File: config.mk
export PLATFORM = sky130hd
export DESIGN_NAME = frame_select_gen
export DESIGN_NICKNAME = d
export VERILOG_FILES = /design/src/rtl/fsg_pkg.sv /design/src/rtl/fsg_edge_sync.sv /design/src/rtl/fsg_bit_counter.sv /design/src/rtl/fsg_window_ctrl.sv /design/src/rtl/frame_select_gen.sv
export SDC_FILE = /design/constraint.sdc
export NUM_CORES = 1
export LEC_CHECK = 0
export BUFFER_PORTS_ARGS = -buffer_cell sky130_fd_sc_hd__buf_2
export CAP_MARGIN = 10
export CORE_MARGIN = 2
export CORE_UTILIZATION = 48
export CTS_CLUSTER_SIZE = 40
export DETAILED_ROUTE_END_ITERATION = 10
export PLACE_DENSITY = 0.74
export SYNTH_ARGS = -nofsm -noshare
export SYNTH_HDL_FRONTEND = slang
export SYNTH_SLANG_ARGS = --single-unit
File: constraint.sdc
create_clock -name clk_i -period 1.3 [get_ports clk_i]
set_input_delay 0.195 -clock clk_i [delete_from_list [all_inputs] [get_ports clk_i]]
set_output_delay 0.195 -clock clk_i [all_outputs]
set_load 0.03 [all_outputs]
File: src/rtl/fsg_pkg.sv
package fsg_pkg;
   typedef enum logic {
      WIN_IDLE = 1'b0,
      WIN_OPEN = 1'b1
   } win_state_e;

   function automatic int cnt_width(input int term);
      return (term > 2) ? $clog2(term) : 1;
   endfunction
endpackage

File: src/rtl/fsg_edge_sync.sv
module fsg_edge_sync #(
   parameter int STAGES = 2
) (
   input  logic clk_i,
   input  logic rst_ni,
   input  logic async_i,
   output logic rise_o
);
   logic [STAGES-1:0] chain_q;
   logic              last_q;

   generate
      if (STAGES < 2) begin : g_bad_stages
         $fatal(1, "fsg_edge_sync: STAGES must be at least 2");
      end
   endgenerate

   generate
      for (genvar s = 0; s < STAGES; s++) begin : g_stage
         always_ff @(posedge clk_i or negedge rst_ni) begin
            if (!rst_ni) begin
               chain_q[s] <= 1'b0;
            end else if (s == 0) begin
               chain_q[s] <= async_i;
            end else begin
               chain_q[s] <= chain_q[(s > 0) ? s-1 : 0];
            end
         end
      end
   endgenerate

   always_ff @(posedge clk_i or negedge rst_ni) begin
      if (!rst_ni) last_q <= 1'b0;
      else         last_q <= chain_q[STAGES-1];
   end

   assign rise_o = chain_q[STAGES-1] & ~last_q;
endmodule

File: src/rtl/fsg_bit_counter.sv
module fsg_bit_counter #(
   parameter int TERM_COUNT = 192,
   parameter int CNT_W      = 8
) (
   input  logic             clk_i,
   input  logic             rst_ni,
   input  logic             clear_i,
   input  logic             step_i,
   output logic             last_o,
   output logic [CNT_W-1:0] count_o
);
   localparam logic [CNT_W-1:0] LAST_VAL = CNT_W'(TERM_COUNT - 1);

   logic [CNT_W-1:0] cnt_q;

   assign last_o = step_i && (cnt_q == LAST_VAL);

   always_ff @(posedge clk_i or negedge rst_ni) begin
      if (!rst_ni) begin
         cnt_q <= '0;
      end else if (clear_i || last_o) begin
         cnt_q <= '0;
      end else if (step_i) begin
         cnt_q <= cnt_q + 1'b1;
      end
   end

   assign count_o = cnt_q;
endmodule

File: src/rtl/fsg_window_ctrl.sv
module fsg_window_ctrl
   import fsg_pkg::*;
(
   input  logic clk_i,
   input  logic rst_ni,
   input  logic open_i,
   input  logic close_i,
   output logic active_o,
   output logic done_o
);
   win_state_e state_q, state_d;
   logic       done_q;

   always_comb begin
      state_d = state_q;
      if (open_i)                               state_d = WIN_OPEN;
      else if (state_q == WIN_OPEN && close_i)  state_d = WIN_IDLE;
   end

   always_ff @(posedge clk_i or negedge rst_ni) begin
      if (!rst_ni) begin
         state_q <= WIN_IDLE;
         done_q  <= 1'b0;
      end else begin
         state_q <= state_d;
         done_q  <= (state_q == WIN_OPEN) && !open_i && close_i;
      end
   end

   assign active_o = (state_q == WIN_OPEN);
   assign done_o   = done_q;
endmodule

File: src/rtl/frame_select_gen.sv
module frame_select_gen #(
   parameter int TERM_COUNT  = 192,
   parameter int SYNC_STAGES = 2
) (
   input  logic clk_i,
   input  logic rst_ni,
   input  logic frame_sync_i,
   input  logic data_clk_i,
   output logic sel_n_o,
   output logic win_active_o,
   output logic frame_done_o
);
   localparam int CNT_W = fsg_pkg::cnt_width(TERM_COUNT);

   generate
      if (TERM_COUNT < 2) begin : g_bad_term
         $fatal(1, "frame_select_gen: TERM_COUNT must be at least 2");
      end
   endgenerate

   logic             fs_rise;
   logic             dc_rise;
   logic             cnt_step;
   logic             cnt_last;
   logic [CNT_W-1:0] cnt_val;
   logic             active;

   fsg_edge_sync #(.STAGES(SYNC_STAGES)) u_fs_sync (
      .clk_i   (clk_i),
      .rst_ni  (rst_ni),
      .async_i (frame_sync_i),
      .rise_o  (fs_rise)
   );

   fsg_edge_sync #(.STAGES(SYNC_STAGES)) u_dc_sync (
      .clk_i   (clk_i),
      .rst_ni  (rst_ni),
      .async_i (data_clk_i),
      .rise_o  (dc_rise)
   );

   // a data-clock rise coinciding with a frame start belongs to no window
   assign cnt_step = active && dc_rise && !fs_rise;

   fsg_bit_counter #(.TERM_COUNT(TERM_COUNT), .CNT_W(CNT_W)) u_cnt (
      .clk_i   (clk_i),
      .rst_ni  (rst_ni),
      .clear_i (fs_rise),
      .step_i  (cnt_step),
      .last_o  (cnt_last),
      .count_o (cnt_val)
   );

   fsg_window_ctrl u_ctrl (
      .clk_i    (clk_i),
      .rst_ni   (rst_ni),
      .open_i   (fs_rise),
      .close_i  (cnt_last),
      .active_o (active),
      .done_o   (frame_done_o)
   );

   assign sel_n_o      = ~active;
   assign win_active_o = active;
endmodule

Word-level counts from Yosys, hierarchy flattened
Cells that the tools add are included.
{"block": "totals", "register_bits": 16, "in_bits": 4}
{"block": "op_classes", "add_sub_neg": 1, "eq_ne": 1, "muxes": 4, "bitwise": 5, "reduce_logical": 10}
{"op": "$mux 8", "count": 2}
{"op": "$add 8x1->8 const B", "count": 1}
{"op": "$eq 8x8->1 const B", "count": 1}
{"op": "$logic_and 1x1->1", "count": 6}
{"op": "$reduce_bool 2->1", "count": 2}
{"op": "$not 1->1", "count": 3}
{"op": "$and 1x1->1", "count": 2}
{"op": "$mux 1", "count": 2}
{"op": "$logic_not 1->1", "count": 1}
{"op": "$logic_or 1x1->1", "count": 1}

Depth between registers and ports, before layout
Gate-level depths: netlist of the first run.
{"block": "depth", "word_depth": 8, "mapped_depth": 5, "mapped_depth_nobuf": 5}

Modules after synthesis
From an unflattened synthesis of the first run, not the netlist that was laid out.
{"block": "hier_totals", "hier_cells": 60, "area_unflattened_um2": 698.2}
{"mod": "fsg_bit_counter", "instances": 1, "cells_each": 44, "area_each_um2": 439.2, "seq_area_each_um2": 200.2}
{"mod": "fsg_edge_sync", "instances": 2, "cells_each": 4, "area_each_um2": 88.8, "seq_area_each_um2": 75.1}
{"mod": "fsg_window_ctrl", "instances": 1, "cells_each": 6, "area_each_um2": 68.8, "seq_area_each_um2": 50.0}
{"mod": "frame_select_gen", "instances": 1, "cells_each": 2, "area_each_um2": 12.5, "seq_area_each_um2": 0.0}

Worst setup path after synthesis of the first run
Ideal clock, no wire load.
{"block": "synth_timing", "kind": "register -> register", "start": "register u_ctrl.state_q (netlist: u_ctrl.active_o)", "end": "register u_cnt.cnt_q[0] (netlist: u_cnt.count_o[0])", "setup_time_ps": 126, "arrival_ps": 1447, "required_ps": 1174, "setup_slack_ps": -273, "path_stages_with_launch": 5, "n_path_buf": 0, "synth_period_minus_slack_ps": 1573, "cell_sequence": "dfrtp_1 -> nand3b_4 -> or4_4 -> nand2_4 -> o31ai_2"}
{"block": "synth_via", "elab_chain_cells": 5}
{"item": "start: declaration", "line_no": "fsg_window_ctrl.sv:11", "text": "win_state_e state_q, state_d;"}
{"item": "start signal: assignment", "line_no": "fsg_window_ctrl.sv:25", "text": "state_q <= state_d;"}
{"item": "$logic_and 1x1->1 (*) (2 in series)", "line_no": "frame_select_gen.sv:43", "text": "assign cnt_step = active && dc_rise && !fs_rise;"}
{"item": "$logic_and 1x1->1", "line_no": "fsg_bit_counter.sv:16", "text": "assign last_o = step_i && (cnt_q == LAST_VAL);"}
{"item": "$logic_or 1x1->1", "line_no": "fsg_bit_counter.sv:21", "text": "end else if (clear_i || last_o) begin"}
{"item": "$mux 8 / $reduce_bool 2->1 (equally long branches)"}
{"item": "end signal: assignment", "line_no": "fsg_bit_counter.sv:24", "text": "cnt_q <= cnt_q + 1'b1;"}
{"item": "end: declaration", "line_no": "fsg_bit_counter.sv:14", "text": "logic [CNT_W-1:0] cnt_q;"}
Mark *: on every way between the ends. The rest lies on a longest branch, timed or not.
A chain may end at the register's enable or synchronous reset.

Worst setup path after layout of the first run
{"block": "layout_timing", "start": "register u_dc_sync.last_q", "end": "register u_cnt.cnt_q[0] (netlist: u_cnt.count_o[0])"}
{"block": "layout_via", "elab_chain_cells": 7}
{"item": "start: declaration", "line_no": "fsg_edge_sync.sv:10", "text": "logic last_q;"}
{"item": "start signal: assignment", "line_no": "fsg_edge_sync.sv:34", "text": "else last_q <= chain_q[STAGES-1];"}
{"item": "$not 1->1 (*)", "line_no": "fsg_edge_sync.sv:37", "text": "assign rise_o = chain_q[STAGES-1] & ~last_q;"}
{"item": "$and 1x1->1 (*)", "line_no": "fsg_edge_sync.sv:37"}
{"item": "$logic_and 1x1->1 (*) (2 in series)", "line_no": "frame_select_gen.sv:43"}
{"item": "$logic_and 1x1->1", "line_no": "fsg_bit_counter.sv:16"}
{"item": "$logic_or 1x1->1", "line_no": "fsg_bit_counter.sv:21"}
{"item": "$mux 8 / $reduce_bool 2->1 (equally long branches)"}
Marked as above.

==> results of run 1 <==
## flip-flops by register name (all words and copies together) (netlist names)
name               count
u_cnt.count_o          8
u_ctrl.done_o          1
u_fs_sync.chain_q      2
u_dc_sync.chain_q      2
u_fs_sync.last_q       1
u_ctrl.active_o        1
u_dc_sync.last_q       1
## per-layer routing
layer	track usage	routed length, um
met5	0	0
met4	0.0968	25
met3	0.0652	45
met2	0.278	653
met1	0.190	533
## worst max path at each step
stage                                start               end  depth (start not counted)
after floorplan            u_ctrl.active_o  u_cnt.count_o[0]                          4
after global placement    u_dc_sync.last_q  u_cnt.count_o[0]                          4
after detailed placement  u_dc_sync.last_q  u_cnt.count_o[1]                          4
after CTS                 u_dc_sync.last_q  u_cnt.count_o[0]                          4
after global routing      u_dc_sync.last_q  u_cnt.count_o[0]                          4
final                     u_dc_sync.last_q  u_cnt.count_o[0]                          4
## cell type report
| type | count | share of cell area |
|---|---|---|
| multi-input combinational | 37 | 0.315 |
| inverter | 2 | 0.00829 |
| tap | 15 | 0.0207 |
| sequential | 16 | 0.443 |
| clock buffer | 4 | 0.0401 |
| timing repair buffer | 21 | 0.173 |
## cells in the mapped netlist (all sizes together), types with 2 or more instances
library cell	instances	area share
nand3	3	0.022
a211oi	2	0.022
dfrtp	16	0.59
inv	2	0.011
xor2	3	0.039
o2111ai	3	0.039
nor2	7	0.039
xnor2	3	0.039
nand2	5	0.039
## power by group through the flow
stage,registers [uW],clock network (uW),logic [uW]
finish,533,330,117
global route,536,357,129
CTS,533,333,116
detailed placement,542,0,105
global placement,541,0,102
floorplan,548,0,43.3
## through the flow
step / cells / total power (uW) / cell area, um^2 / worst slack (ps)
after floorplan: 55 / 592 / 683 / -151
after global placement: 88 / 643 / 822 / -48.4
after detailed placement: 88 / 648 / 822 / -84.4
after CTS: 95 / 982 / 900 / -84.0
after global routing: 95 / 1020 / 906 / -137
final: 95 / 979 / 906 / -75.0
## logic make-up after synthesis
group	count (synthesis)
and+or+nand+nor	22
adders and majority gates	1
DFF	16
buffers and inverters	2
xor gates and xnor gates	6
AOI/OAI and AO/OA	8
## repair_timing
action	4_1_cts	5_1_grt
pin swaps	1	0
hold buffers	3	0
endpoints found under the hold margin	18	0
gates resized for setup	2	2
setup endpoints to repair	10	11
## worst max-delay path: cells and delay by family (launching register included)
kind,cells,cell delay [ps]
compound gates,1,60
simple gates,3,830
flops,1,380
==> summary.md, run 1 <==
| Metric | Value |
|---|---|
| Final period util | 1.06 |
| Slowest Stage Delay on Critical Path | 570 ps |
| Number of cells on the worst reg-to-reg path | 4 |
| Worst Hold Slack | 354 ps |
| Area occupied by multi-input gates | 285 um^2 |
| Post-synth cell types | 21 |
| Ys async rst share | 1.00 |
| Ys Warns | 0 |
| Pin count of the biggest net entering global routing | 17 |
| Number of global-route vias before repair | 498 |
| Row cnt | 13 |
| Post-synth EDFFs | 0 |
| Leakage | 0.000442 uW |
| Critical Path RT | 1490 ps |
| Final Hold Fails | 0 |
| Avg WL per Cell | 13.2 um |
| Total Wirelength | 1260 um |
| Seq/Total Area, Yosys | 0.587 |
| XOR/XNOR share of the synthesized area | 0.0771 |
| Adder-Cell Fraction of Synth Area | 0.0183 |
| Clock Latency Late Sink | 290 ps |
| Clock sinks | 16 |
| Max VDD drop | 0.781 mV |
| Maxcap violations | 0 |
| Final Util | 0.688 |
| Commonest non-fill, non-tap cell in the layout | dfrtp_1 |
| Synth Net Count | 60 |
| IO Pins | 7 |
| Post-Syn Area | 682 um^2 |
| Mux share of post-synthesis cell area | 0 |
| Cell Pwr Density | 1080 nW/um^2 |
| Initial antenna violation count | 0 |
| Antenna Cells | 0 |
| CTS tree | yes |
| 1st-iter DRT viols | 22 |
| Seq pwr share | 0.544 |
| DP HPWL | 900 um |
| Worst Path Arrival | 1560 ps |
| First-pass GRT wire length | 2080 um |
| DR vias/cell | 5.20 |
| Via count | 494 |
| Worst Tran Pin Value | 345 ps |
| Avg Cell Area, Syn | 12.4 um^2 |
| Crit Path Class | register to register |
| Violated checks | negative setup slack |
| Total global-route track usage | 0.171 |
| Status | complete, but fails checks |
| R2R setup slack | -70 ps |
| Antenna viol nets, final | 0 |
| Crit Path Max Fanout | 8 |
| Die ar. | 1740 um^2 |
| Clock period minus worst slack | 1370 ps |
| Final Setup Violations | 9 |
| Clk pwr share | 0.337 |
| Slew Limit Fails | 0 |
| Postcts setup bufs | 0 |
| Drt drc | 0 |
| DIE HEIGHT | 41.7 um |
| RR Startpoint | u_dc_sync.last_q |
| Worst-path cell chain | nand3b_4 -> or4_4 -> nand2_8 -> o31ai_2 |
| Syn Inst Count | 55 |
| Gr ovfl total | 0 |
| Int Power | 747 uW |
| Largest family of logic cells by synthesized area | simple AND/OR/NAND/NOR gates |
| Clock Root Buffer | clkbuf_4 |
| Reg-to-Reg End | u_cnt.count_o[0] |
| Core Region | 1320 um^2 |
| Clk pin slew, worst setup/hold paths | 90 ps |
| Layout Area Growth over Synthesis | 32.8% |
| Psw | 232 uW |
| GP Congestion | 0.816 |
| IO Port Bufs | 6 |
| Area fraction in compound gates after synthesis | 0.0991 |
| Fmax | 727 MHz |
| Setup TNS | -564 ps |
| Critical path startpoint category | register |
| Slowest-stage cell, CP | or4_4 |
| FF+latch count, synth | 16 |
| Post-Route Skew | 2.73 ps |
| Power share of the combinational group | 0.119 |
| Number of H-tree levels | 1 |
| Die width | 41.7 um |
| Final WS setup | -75.0 ps |
| RSZ-0062 raised after global routing | true |
| Nets@finish | 86 |
| Initial core utilization | 0.518 |
| Layout fillers | 97 |
| Crit end category | register |
| Sequential cell area | 402 um^2 |
| DRT Pass-1 Iters | 4 |
| Maximum clock path buffer count | 2 |
| CTS Buf Count | 3 |
| Relative slew slack | 0.770 |
| Sw Ratio | 0.237 |
| Simple-gate share of the synthesized area | 0.207 |
| Top FF cell, synth | dfrtp_1 |
| Commonest non-fill, non-tap cells in the layout | dfrtp_1, buf_4, nor2_1 |
| Share of layout cells above drive strength 1 | 0.388 |
| Hold Crit Class | input port to asynchronous set/reset pin |
Power figures use the tool's default switching activity.
==> inputs of run 2 (changes only) <==
Settings changed: CTS_CLUSTER_SIZE 40 to default, RECOVER_POWER from default to 50.
==> summary.md, run 2 (synthesis results as in run 1) <==
| Metric | Value |
|---|---|
| Critical path launch point | u_dc_sync.last_q |
| Final Util | 0.687 (-0.000949) |
| R2R setup slack | -70 ps (about the same) |
| Critical Path RT | 1490 ps (about the same) |
| Crit Path Class | register to register |
| Via count | 494 (unchanged) |
| Area occupied by multi-input gates | 285 um^2 (unchanged) |
| Cell Pwr Density | 1080 nW/um^2 (+0.10%) |
| Commonest non-fill, non-tap cells in the layout | dfrtp_1, buf_4, nor2_1 |
| CTS tree | yes |
| DRT Pass-1 Iters | 4 (unchanged) |
| Maximum clock path buffer count | 2 (unchanged) |
| Slowest-stage cell, CP | or4_4 |
| Clock Root Buffer | clkbuf_4 |
| Antenna viol nets, final | 0 (unchanged) |
| DR vias/cell | 5.20 (unchanged) |
| CP endpoint | u_cnt.count_o[0] |
| Initial core utilization | 0.518 (unchanged) |
| Worst-path cell chain | nand3b_4 -> or4_4 -> nand2_8 -> o31ai_2 |
| IO Port Bufs | 6 (unchanged) |
| Final period util | 1.06 (about the same) |
| Leakage | 0.000439 uW (-0.62%) |
| Clock Latency Late Sink | 290 ps (about the same) |
| Setup TNS | -564 ps (+0.0120 ps) |
| Worst Path Arrival | 1560 ps (about the same) |
| Total global-route track usage | 0.171 (unchanged) |
| Share of layout cells above drive strength 1 | 0.375 (-0.0125) |
| Clock sinks | 16 (unchanged) |
| Commonest non-fill, non-tap cell in the layout | dfrtp_1 |
| Post-Route Skew | 2.71 ps (-0.0225 ps) |
| Pin count of the biggest net entering global routing | 17 (unchanged) |
| Final Setup Violations | 9 (unchanged) |
| Number of global-route vias before repair | 498 (unchanged) |
| Layout fillers | 97 (unchanged) |
| Violated checks | negative setup slack |
| Slew Limit Fails | 0 (unchanged) |
| Met3 routed WL | 45 um (unchanged) |
| Crit Path Max Fanout | 8 (unchanged) |
| Die ar. | 1740 um^2 (unchanged) |
| Maxcap violations | 0 (unchanged) |
| Drt drc | 0 (unchanged) |
| Gr ovfl total | 0 (unchanged) |
| Clock period minus worst slack | 1370 ps (+0.0308 ps) |
| Final WS setup | -75.0 ps (-0.0308 ps) |
| Clk pin slew, worst setup/hold paths | 90 ps (about the same) |
| Antenna Cells | 0 (unchanged) |
| 1st-iter DRT viols | 22 (unchanged) |
| Final Hold Fails | 0 (unchanged) |
| RR Startpoint | u_dc_sync.last_q |
| Wire length on met1 | 531 um (-0.38%) |
| Total Wirelength | 1260 um (+0.16%) |
| Worst Hold Slack | 365 ps (+11.3 ps) |
| Uppermost layer routed | met4 |
| Critical path startpoint category | register |
| Relative slew slack | 0.450 (-0.320) |
| Postcts setup bufs | 0 (unchanged) |
| CTS Buf Count | 3 (unchanged) |
| Layout Area Growth over Synthesis | 32.7% |
| Hold Crit Class | register to register |
| Sequential cell area | 402 um^2 (unchanged) |
| DP HPWL | 900 um (unchanged) |
| Worst Tran Pin Value | 825 ps (+480 ps) |
| Max VDD drop | 0.780 mV (-0.20%) |
| Met2 wire len | 656 um (+0.46%) |
| IO Pins | 7 (unchanged) |
| Number of cells on the worst reg-to-reg path | 4 (unchanged) |
| Initial antenna violation count | 0 (unchanged) |
| Row cnt | 13 (unchanged) |
| Number of H-tree levels | 1 (unchanged) |
| DIE HEIGHT | 41.7 um (unchanged) |
| Status | complete, but fails checks |
| Reg-to-Reg End | u_cnt.count_o[0] |
| Die width | 41.7 um (unchanged) |
| Fmax | 727 MHz (about the same) |
| Core Region | 1320 um^2 (unchanged) |
| First-pass GRT wire length | 2080 um (unchanged) |
| GP Congestion | 0.816 (unchanged) |
| Slowest Stage Delay on Critical Path | 570 ps (about the same) |
| Largest register FFs | 8 (unchanged) |
| Avg WL per Cell | 13.2 um (+0.16%) |
| Crit end category | register |
| Nets@finish | 86 (unchanged) |
| RSZ-0062 raised after global routing | true |
run 2: cell types whose count changed in the layout (fill, tap and decap cells not counted), sizes merged:
cell	before	now
buf	18	17
clkbuf	4	5
run 2: where the power goes:
group	internal, uW	switching (uW)	leakage [uW]
combinational	56.3	59.8	0.000216
sequential	520	13.1	0.000202
clock	171	160	0.0000210
run 2: how the worst min path moves through the flow:
stage | start | endpoint | slack, ps | cells after the start
after floorplan | rst_ni | u_cnt.count_o[0] | -100 | 0
after global placement | rst_ni | u_dc_sync.chain_q[0] | 120 | 1
after detailed placement | rst_ni | u_dc_sync.chain_q[0] | 120 | 1
after CTS | rst_ni | u_dc_sync.chain_q[0] | 340 | 2
after global routing | u_dc_sync.chain_q[0] | u_dc_sync.chain_q[1] | 370 | 0
final | u_fs_sync.chain_q[0] | u_fs_sync.chain_q[1] | 370 | 0
run 2: through the flow:
| step | std cells | instance area, um^2 | total power (uW) | setup slack [ps] |
|---|---|---|---|---|
| floorplan | 55 | 683 | 592 | -151 |
| global placement | 88 | 822 | 643 | -48.4 |
| detailed placement | 88 | 822 | 648 | -84.4 |
| CTS | 95 | 900 | 982 | -84.0 |
| global route | 95 | 905 | 1020 | -137 |
| finish | 95 | 905 | 979 | -75.0 |
run 2: worst max-delay path, delay by kind of cell, from the launching register on:
kind | cells | cell delay [ps]
simple gates | 3 | 830
flops | 1 | 380
compound gates | 1 | 60
run 2: routing by layer:
layer | global-route usage | up-vias
met5 | 0 | -
met4 | 0.0968 | 0
met3 | 0.0652 | 4
met2 | 0.278 | 8
met1 | 0.190 | 236
li1 | - | 246
run 2: repair_timing:
action | in CTS | in global routing
pin swaps | 1 | 0
gates resized for setup | 2 | 2
endpoints found under the hold margin | 18 | 0
hold buffers | 3 | 0
setup endpoints to repair | 10 | 11
run 2: layout make-up:
class                      instances  share of cell area
sequential                        16               0.444
multi-input combinational         37               0.315
timing repair buffer              21               0.172
clock buffer                       4              0.0401
tap                               15              0.0207
inverter                           2             0.00830
==> inputs of run 3 (changes only) <==
Settings changed: CTS_BUF_LIST from default to sky130_fd_sc_hd__clkbuf_16.
==> summary.md, run 3 (synthesis results as in run 1) <==
| Metric | Value |
|---|---|
| Die width | 41.7 um (unchanged) |
| Sequential cell area | 402 um^2 (unchanged) |
| DR vias/cell | 5.23 (+0.50%) |
| Via count | 486 (-1.6%) |
| CTS tree | yes |
| Gr ovfl total | 0 (unchanged) |
| Final period util | 1.06 (+0.00722) |
| Slew Limit Fails | 0 (unchanged) |
| Reg-to-Reg End | u_cnt.count_o[0] |
| Dpl ws | -84.4 ps (unchanged) |
| Post-Route Skew | 2.49 ps (-0.215 ps) |
| Crit Path Class | register to register |
| Number of H-tree levels | 1 (unchanged) |
| Final Hold Fails | 0 (unchanged) |
| Worst-path cell chain | nand3b_4 -> or4_4 -> nand2_8 -> o31ai_2 |
| Total power | 1240 uW (+27%) |
| Final Setup Violations | 10 (+1) |
| Slowest Stage Delay on Critical Path | 570 ps (about the same) |
| Total Wirelength | 1260 um (+0.24%) |
| Commonest non-fill, non-tap cell in the layout | dfrtp_1 |
| Layout fillers | 99 (+2.1%) |
| Row cnt | 13 (unchanged) |
| Met3 routed WL | 62 um (+38%) |
| Hold Crit Start | data_clk_i |
| Layout Area Growth over Synthesis | 35.2% |
| Setup TNS | -636 ps (-71.9 ps) |
| Core Region | 1320 um^2 (unchanged) |
| Drt drc | 0 (unchanged) |
| First-pass GRT wire length | 2010 um (-3.6%) |
| Clock period minus worst slack | 1380 ps (+9.39 ps) |
| Clock Latency Late Sink | 250 ps (-40 ps) |
| Hold Crit Class | input port to register |
| Antenna Cells | 0 (unchanged) |
| Slowest-stage cell, CP | or4_4 |
| Initial antenna violation count | 0 (unchanged) |
| RR Startpoint | u_dc_sync.last_q |
| Clock sinks | 16 (unchanged) |
| Wire length on met1 | 530 um (-0.19%) |
| R2R setup slack | -80 ps (about the same) |
| Initial core utilization | 0.518 (unchanged) |
| Crit end category | register |
| Nets@finish | 84 (-2.3%) |
| Area occupied by multi-input gates | 285 um^2 (unchanged) |
| Maximum clock path buffer count | 2 (unchanged) |
| Final WS setup | -84.4 ps (-9.39 ps) |
| Worst hold stages | 1 (+1) |
| CTS Buf Count | 3 (unchanged) |
| Worst Tran Pin Value | 381 ps (-444 ps) |
| DP HPWL | 900 um (unchanged) |
| Commonest non-fill, non-tap cells in the layout | dfrtp_1, buf_4, nor2_1 |
| Clk pin slew, worst setup/hold paths | 50 ps (-40 ps) |
| Largest register FFs | 8 (unchanged) |
| DRT Pass-1 Iters | 4 (unchanged) |
| Critical path launch point | u_dc_sync.last_q |
| 1st-iter DRT viols | 3 (-86%) |
| GP Congestion | 0.816 (unchanged) |
| Clock Root Buffer | clkbuf_16 |
| Maxcap violations | 0 (unchanged) |
| Fmax | 722 MHz (-0.68%) |
| Avg WL per Cell | 13.6 um (+2.4%) |
| IO Port Bufs | 6 (unchanged) |
| Antenna viol nets, final | 0 (unchanged) |
| Total global-route track usage | 0.168 (-0.00293) |
| Critical path startpoint category | register |
| Met2 wire len | 622 um (-5.2%) |
| Worst Path Arrival | 1510 ps (-50 ps) |
| Number of global-route vias before repair | 464 (-6.8%) |
| DIE HEIGHT | 41.7 um (unchanged) |
| Hold endpoint | u_dc_sync.chain_q[0] |
| Uppermost layer routed | met4 |
| Cell Pwr Density | 1350 nW/um^2 (+25%) |
| Relative slew slack | 0.746 (+0.296) |
| Pin count of the biggest net entering global routing | 17 (unchanged) |
| Number of cells on the worst reg-to-reg path | 4 (unchanged) |
| Leakage | 0.000450 uW (+2.4%) |
| Status | complete, but fails checks |
| Critical Path RT | 1430 ps (-60 ps) |
| RSZ-0062 raised after global routing | true |
| Crit Path Max Fanout | 8 (unchanged) |
| Share of layout cells above drive strength 1 | 0.385 (+0.00962) |
| Max VDD drop | 0.916 mV (+17%) |
| Violated checks | negative setup slack |
| IO Pins | 7 (unchanged) |
| Postcts setup bufs | 0 (unchanged) |
| Die ar. | 1740 um^2 (unchanged) |
## run 3: cell types whose count changed in the layout (fill, tap and decap cells not counted)
cell	before	now
buf_6	1	0
clkinv_1	0	1
clkbuf_16	0	3
clkbuf_4	3	0
dlygate4sd3_1	3	1
buf_2	4	5
clkbuf_2	0	1
clkbuf_1	1	0
clkbuf_8	1	0
## run 3: final cells by class
cell class                 instances  share of cell area
sequential                        16               0.436
tap                               15              0.0204
multi-input combinational         37               0.309
timing repair buffer              19               0.141
clock buffer                       3              0.0814
inverter                           2             0.00814
clock inverter                     1             0.00407
## run 3: worst max-delay path by stage
stage,endpoint,cells past startpoint,slack (ps)
6_report,u_cnt.count_o[0],4,-80
5_1_grt,u_cnt.count_o[0],4,-140
4_1_cts,u_cnt.count_o[0],4,-90
3_5_place_dp,u_cnt.count_o[1],4,-80
3_3_place_gp,u_cnt.count_o[0],4,-50
2_1_floorplan,u_cnt.count_o[0],4,-150
## run 3: report_power, final
part | switching [uW] | leakage, uW | internal [uW]
logic | 58.9 | 0.000209 | 52.8
clock network | 191 | 0.0000385 | 408
registers | 12.9 | 0.000202 | 522
## run 3: per-layer routing
layer	global-route usage	vias up
li1	-	239
met1	0.190	231
met2	0.259	11
met3	0.0522	5
met4	0.135	0
met5	0	-
## run 3: what timing repair did
item / 4_1_cts / 5_1_grt
pin swaps: 2 / 0
gates resized for setup: 1 / 1
setup endpoints to repair: 9 / 10
hold endpoints to repair: 16 / 0
hold buffers: 1 / 0
## run 3: stage by stage
stage,util,instance area [um^2],cells,hold WS [ps]
floorplan,-,683,55,-101
global placement,0.624,822,88,116
detailed placement,0.624,822,88,121
CTS,0.698,920,93,48.0
global route,0.700,922,93,45.0
finish,0.700,922,93,50.2
## run 3: worst max-delay path: cells and delay by family, from the launching register on
kind             cells  cell delay, ps
AO/OA/AOI/OAI        1              60
flip-flops           1             360
AND/OR/NAND/NOR      3             840
